## config.mk

```make
export PLATFORM = sky130hd
export DESIGN_NAME = pswallow_fbdiv
export DESIGN_NICKNAME = d
export VERILOG_FILES = /design/src/rtl/pswallow_pkg.sv /design/src/rtl/ps_cfg_guard.sv /design/src/rtl/ps_dual_mod_prescaler.sv /design/src/rtl/ps_swallow_ctl.sv /design/src/rtl/pswallow_fbdiv.sv
export SDC_FILE = /design/constraint.sdc
export NUM_CORES = 1
export LEC_CHECK = 0
export ABC_AREA = 1
export BUFFER_PORTS_ARGS = -buffer_cell sky130_fd_sc_hd__buf_2
export CORE_AREA = 5 5 79 81
export DETAILED_ROUTE_END_ITERATION = 10
export DIE_AREA = 0 0 84 86
export GPL_TIMING_DRIVEN = 0
export PLACE_DENSITY = 0.67
export SETUP_SLACK_MARGIN = 0.4
export SLEW_MARGIN = 20
export SYNTH_ARGS = -nofsm -noshare
export SYNTH_HDL_FRONTEND = slang
export SYNTH_SLANG_ARGS = --single-unit
```

## constraint.sdc

```tcl
create_clock -name clk -period 2.6 [get_ports clk]
set_clock_uncertainty 0.2 [all_clocks]
set_input_delay 0.39 -clock clk [delete_from_list [all_inputs] [get_ports clk]]
set_output_delay 0.39 -clock clk [all_outputs]
set_load 0.03 [all_outputs]
```

## src/rtl/pswallow_pkg.sv

```systemverilog
package pswallow_pkg;

  localparam int PS_N_W = 11;
  localparam int PS_A_W = 7;

  typedef struct packed {
    logic              msel;
    logic [PS_N_W-1:0] n;
    logic [PS_A_W-1:0] a;
  } ps_cfg_t;

  // Legal when N is at least the minimum and A is strictly below N.
  function automatic logic ps_cfg_legal(input ps_cfg_t c, input int n_min);
    logic [PS_N_W-1:0] a_ext;
    a_ext = {{(PS_N_W-PS_A_W){1'b0}}, c.a};
    return (int'(c.n) >= n_min) && (a_ext < c.n);
  endfunction

endpackage

```

## src/rtl/ps_cfg_guard.sv

```systemverilog
module ps_cfg_guard
  import pswallow_pkg::*;
#(
  parameter int N_MIN    = 3,
  parameter int RST_N    = 3,
  parameter int RST_A    = 0,
  parameter int RST_MSEL = 0
) (
  input  logic    clk,
  input  logic    rst,
  input  ps_cfg_t req,
  output ps_cfg_t pend,
  output logic    cfg_err
);

  localparam ps_cfg_t CFG_RST = '{msel: RST_MSEL[0],
                                  n:    PS_N_W'(RST_N),
                                  a:    PS_A_W'(RST_A)};

  logic req_ok;

  always_comb req_ok = ps_cfg_legal(req, N_MIN);

  always_ff @(posedge clk) begin
    if (rst) begin
      pend    <= CFG_RST;
      cfg_err <= 1'b0;
    end else if (req_ok) begin
      pend    <= req;
      cfg_err <= 1'b0;
    end else begin
      cfg_err <= 1'b1;
    end
  end

endmodule

```

## src/rtl/ps_dual_mod_prescaler.sv

```systemverilog
module ps_dual_mod_prescaler #(
  parameter int M_LO     = 64,
  parameter int RST_MSEL = 0,
  parameter int RST_PLUS = 0
) (
  input  logic clk,
  input  logic rst,
  input  logic ld_msel,
  input  logic ld_plus,
  output logic tc
);

  localparam int M_HI = 2 * M_LO;
  localparam int PC_W = $clog2(M_HI + 1);
  localparam logic [PC_W-1:0] PC_RST =
    PC_W'((RST_MSEL != 0 ? M_HI : M_LO) - 1 + RST_PLUS);

  logic [PC_W-1:0] pc;
  logic [PC_W-1:0] reload;

  // Terminal count of the current prescaler period.
  assign tc = (pc == '0);

  always_comb begin
    reload = ld_msel ? PC_W'(M_HI - 1) : PC_W'(M_LO - 1);
    if (ld_plus) reload = reload + PC_W'(1);
  end

  always_ff @(posedge clk) begin
    if (rst)     pc <= PC_RST;
    else if (tc) pc <= reload;
    else         pc <= pc - PC_W'(1);
  end

endmodule

```

## src/rtl/ps_swallow_ctl.sv

```systemverilog
module ps_swallow_ctl
  import pswallow_pkg::*;
#(
  parameter int RST_N    = 3,
  parameter int RST_A    = 0,
  parameter int RST_MSEL = 0
) (
  input  logic    clk,
  input  logic    rst,
  input  logic    tc,
  input  ps_cfg_t pend,
  output logic    nx_msel,
  output logic    nx_plus,
  output ps_cfg_t act,
  output logic    div_pulse,
  output logic    mod_ctrl
);

  localparam ps_cfg_t CFG_RST = '{msel: RST_MSEL[0],
                                  n:    PS_N_W'(RST_N),
                                  a:    PS_A_W'(RST_A)};

  logic [PS_N_W-1:0] n_cnt, n_nxt;
  logic [PS_A_W-1:0] a_cnt, a_nxt;
  logic              last;

  // The cycle ends when the final main-count period reaches terminal count.
  assign last = tc && (n_cnt == PS_N_W'(1));

  always_comb begin
    n_nxt   = n_cnt;
    a_nxt   = a_cnt;
    nx_msel = act.msel;
    if (last) begin
      n_nxt   = pend.n;
      a_nxt   = pend.a;
      nx_msel = pend.msel;
    end else if (tc) begin
      n_nxt = n_cnt - PS_N_W'(1);
      if (a_cnt != '0) a_nxt = a_cnt - PS_A_W'(1);
    end
    nx_plus = (a_nxt != '0);
  end

  always_ff @(posedge clk) begin
    if (rst) begin
      n_cnt     <= CFG_RST.n;
      a_cnt     <= CFG_RST.a;
      act       <= CFG_RST;
      div_pulse <= 1'b0;
      mod_ctrl  <= (RST_A != 0);
    end else begin
      n_cnt     <= n_nxt;
      a_cnt     <= a_nxt;
      div_pulse <= last;
      if (last) act <= pend;
      if (tc)   mod_ctrl <= nx_plus;
    end
  end

endmodule

```

## src/rtl/pswallow_fbdiv.sv

```systemverilog
module pswallow_fbdiv
  import pswallow_pkg::*;
#(
  parameter int M_LO     = 64,
  parameter int N_MIN    = 3,
  parameter int RST_N    = 3,
  parameter int RST_A    = 0,
  parameter int RST_MSEL = 0
) (
  input  logic              clk,
  input  logic              rst,
  input  logic [PS_N_W-1:0] n_in,
  input  logic [PS_A_W-1:0] a_in,
  input  logic              msel_in,
  output logic              div_pulse,
  output logic              mod_ctrl,
  output logic              cfg_err
);

  localparam int RST_PLUS = (RST_A != 0) ? 1 : 0;

  ps_cfg_t req;
  ps_cfg_t pend;
  ps_cfg_t act_cfg;
  logic    tc;
  logic    nx_msel;
  logic    nx_plus;

  assign req = '{msel: msel_in, n: n_in, a: a_in};

  ps_cfg_guard #(
    .N_MIN(N_MIN), .RST_N(RST_N), .RST_A(RST_A), .RST_MSEL(RST_MSEL)
  ) u_guard (
    .clk(clk), .rst(rst), .req(req), .pend(pend), .cfg_err(cfg_err)
  );

  ps_dual_mod_prescaler #(
    .M_LO(M_LO), .RST_MSEL(RST_MSEL), .RST_PLUS(RST_PLUS)
  ) u_pre (
    .clk(clk), .rst(rst), .ld_msel(nx_msel), .ld_plus(nx_plus), .tc(tc)
  );

  ps_swallow_ctl #(
    .RST_N(RST_N), .RST_A(RST_A), .RST_MSEL(RST_MSEL)
  ) u_ctl (
    .clk(clk), .rst(rst), .tc(tc), .pend(pend),
    .nx_msel(nx_msel), .nx_plus(nx_plus), .act(act_cfg),
    .div_pulse(div_pulse), .mod_ctrl(mod_ctrl)
  );

endmodule

```

==> impl_metrics.yaml <==
setup_path:
  cp_top_family: "simple AND/OR/NAND/NOR gates"
  slowest_stage: "dfxtp_2"
  max_stage_delay_ns: 0.33
  critPathRequiredTime_ns: 2.64
  cp-start-kind: "register"
  timing_worst_setup_path_type: "reg2reg"
  ff2ff_path_depth: 15
  r2r_setup_slack_ns: 0.48
  crit_path_frequent_cell: "nand2_2"
  crit_chain: "inv_2, ha_4, nand2_4, nor2_8, buf_6, nand3_2, nand2_2, nor2_2, nor2_2, nand2_2, nor2_4, nand2_2, nand2_2, nand3_2, a21oi_2"
  crit_path_end_kind: "register"
  cp_max_fo: 8
  r2r_start: "u_pre.pc[0]"
  r2r-end: "u_pre.pc[6]"
  crit_arrival_ns: 2.17
  path_buf_inv: 2
timing:
  min_period_ns: 2.125
  holdWs_ns: 0.1398
  tightest_slew_ns: 0.5808
  max-slew-margin-rel_pct: 61.28
  rsz0062_at_grt: "true"
  setup_viol: 0
  tns_ns: 0
  timing.final.crit_share_pct: 81.71
  hold_viol: 0
  slew_viol_final: 0
  timing.fmax_ghz: 0.4707
final_layout:
  layout.nets: 438
  final-seq-area_um2: 984.7
  layout-area-overhead-vs-synth_pct: 21.51
  fillCellCount: 519
  drive_gt1_share_pct: 23.34
  multiInputGateArea_um2: 1524
  diodes: 0
  design_area_um2: 3173
detailed_routing:
  first_pass_iters: 4
  ant_nets: 0
  wl_met2_mm: 3.023
  drc: 0
  wirelength_mm: 6.207
  highest_layer: "met4"
  wire_per_inst_um: 12.96
  wl_met3_um: 258
  wl_met1_mm: 2.848
  vias_per_cell: 5.209
  via_count: 2495
  drt_iter0_drc: 131
clocking:
  htreeDepth: 2
  clkSlewWorstSetupHoldPaths_ns: 0.09
  cts_root_buf: "clkbuf_8"
  clockBufferDepth: 2
  cts_tree: "built"
  cts_made_buffers: 5
  ctsHoldBuffers: 0
  clkSinkCount: 49
  clock_latency_ns: 0.31
floorplan:
  fp-row-count: 27
  initial_core_util_pct: 48.31
  fp.coreArea_um2: 5405
  die-area_um2: 7224
  die_w_um: 84
  die_h_um: 86
  ios: 24
synthesis:
  synth_edf_count: 0
  yosysMostFrequentCell: "nand2_1"
  syn_inst: 366
  ys_seq_area_share_pct: 37.57
  netlist.top_cell.by_area: "dfxtp_1"
  yosys-top-cells-count: "nand2_1, dfxtp_1, inv_1"
  avgSynthCellArea_um2: 7.135
  synth_area_um2: 2611
  netlist-cell-type-count: 34
  synth_flop_cell: "dfxtp_1"
  mappedNetlistNets: 398
  yosys_register_bits: 49
  synthArstFlopShare_pct: 0
  ys.warnings.count: 0
  synth_top_area_share_pct: 37.57
  yosys-top-cells-area: "dfxtp_1, nand2_1, a21oi_1, inv_1, o21ai_0"
pwr:
  power_density_nw_per_um2: 480.4
  max-vdd-ir-drop_mv: 0.4236
  cellLeakagePower_nw: 1.469
place:
  dp_hpwl_mm: 4.480
  dpl-instance-area_um2: 2811
  gp_congestion: 0.8604
  io_buffers: 22
global_routing:
  grt_max_degree: 16
  grt_pass1_vias: 2339
  grt.overflow.total: 0
  grt_first_pass_wirelength_mm: 10.74
  grt_use_total_pct: 18.17
  antenna_found_initial: 0
worst_hold_path:
  holdCritStartpoint: "n_in[9]"
  hold_depth: 3
  hold_path_class: "in2reg"
  min_to: "u_guard.pend[16]"
job:
  maxCapViolations: 0
outcome:
  status: "complete, no violations"
kinds of logic (layout without fill, tap and decap cells):
| family | after synthesis | in the layout | share of synthesized area, % |
|---|---|---|---|
| buffers and inverters | 62 | 103 | 9.248 |
| flip-flops | 49 | 49 | 37.57 |
| AND/OR/NAND/NOR | 150 | 150 | 27.22 |
| AO/OA/AOI/OAI | 88 | 88 | 18.69 |
| adder cells (fa/ha/maj) | 11 | 11 | 5.271 |
| XOR/XNOR | 6 | 6 | 2.012 |
per-layer routing:
layer | GRT usage [%] | vias up
li1 | - | 1290
met1 | 21.97 | 1139
met2 | 33.55 | 57
met5 | 0 | -
met4 | 4.532 | 0
met3 | 2.978 | 9
flip-flops by register name (all words and copies together), names as in the netlist:
name / cells
u_ctl.act: 1
u_ctl.mod_ctrl: 1
u_guard.pend: 19
u_ctl.a_cnt: 7
u_ctl.n_cnt: 11
u_ctl.div_pulse: 1
u_pre.pc: 8
u_guard.cfg_err: 1
power breakdown:
part | total (W) | internal [W] | switching, W
combinational | 0.0000980 | 0.0000385 | 0.0000595
sequential | 0.000782 | 0.000772 | 0.00000992
clock | 0.000644 | 0.000382 | 0.000262
cell usage in the layout, fill, tap and decap left out, drive strengths merged:
master	synthesis	routed
nand2	72	72
inv	51	51
dfxtp	49	49
nor2	42	42
a21oi	40	40
buf	2	35
o21ai	31	31
nand3	26	26
clkbuf	9	14
ha	11	11
o211ai	9	9
xor2	5	5
nor3	3	3
o22ai	3	3
nor4	2	2
o31ai	2	2
bufinv	0	2
nand4	1	1
o2111ai	1	1
nand3b	1	1
or3	1	1
xnor2	1	1
and2	1	1
a31o	1	1
nor3b	1	1
o211a	1	1
clkinv	0	1
cell type report:
class | count | area share (%)
multi-input cells | 255 | 48.03
flip-flops and latches | 49 | 31.03
inverters | 51 | 6.270
repair buffers | 33 | 5.994
well taps | 72 | 2.839
clock buffers | 5 | 2.169
clock inverters | 3 | 2.050
plain buffers | 11 | 1.617
worst register-to-register path, stage by stage (launching register included):
cell and delay (ns):
dfxtp_2 0.33, inv_2 0.07, ha_4 0.16, nand2_4 0.07
nor2_8 0.23, buf_6 0.16, nand3_2 0.06, nand2_2 0.08
nor2_2 0.04, nor2_2 0.10, nand2_2 0.08, nor2_4 0.17
nand2_2 0.07, nand2_2 0.07, nand3_2 0.06, a21oi_2 0.10
worst max-delay path by stage:
stage / cells past startpoint / slack, ns / end / from
after global placement: 12 / 0.15 / u_ctl.mod_ctrl / u_pre.pc[0]
after global routing: 15 / 0.33 / u_pre.pc[6] / u_pre.pc[0]
final: 15 / 0.48 / u_pre.pc[6] / u_pre.pc[0]
after detailed placement: 12 / 0.16 / u_ctl.mod_ctrl / u_pre.pc[0]
after CTS: 15 / 0.40 / u_pre.pc[6] / u_pre.pc[0]
after floorplan: 12 / 0.56 / u_ctl.mod_ctrl / u_pre.pc[0]
metrics by stage:
step / power, W / util, % / worst slack, ns / std cells
2_1_floorplan: 0.0008555 / - / 0.5555 / 366
3_3_place_gp: 0.0008903 / 52.01 / 0.1507 / 460
3_5_place_dp: 0.0008932 / 52.01 / 0.1644 / 460
4_1_cts: 0.001532 / 56.62 / 0.4031 / 475
5_1_grt: 0.001588 / 58.70 / 0.3273 / 479
6_report: 0.001524 / 58.70 / 0.4755 / 479
repair_timing:
action                     CTS  global route
resized for setup           15            30
cloned                       1             0
pin swaps                    3             8
setup endpoints to repair   10            14
setup buffers                6             4
No activity file was read; power rests on OpenSTA's default activity.
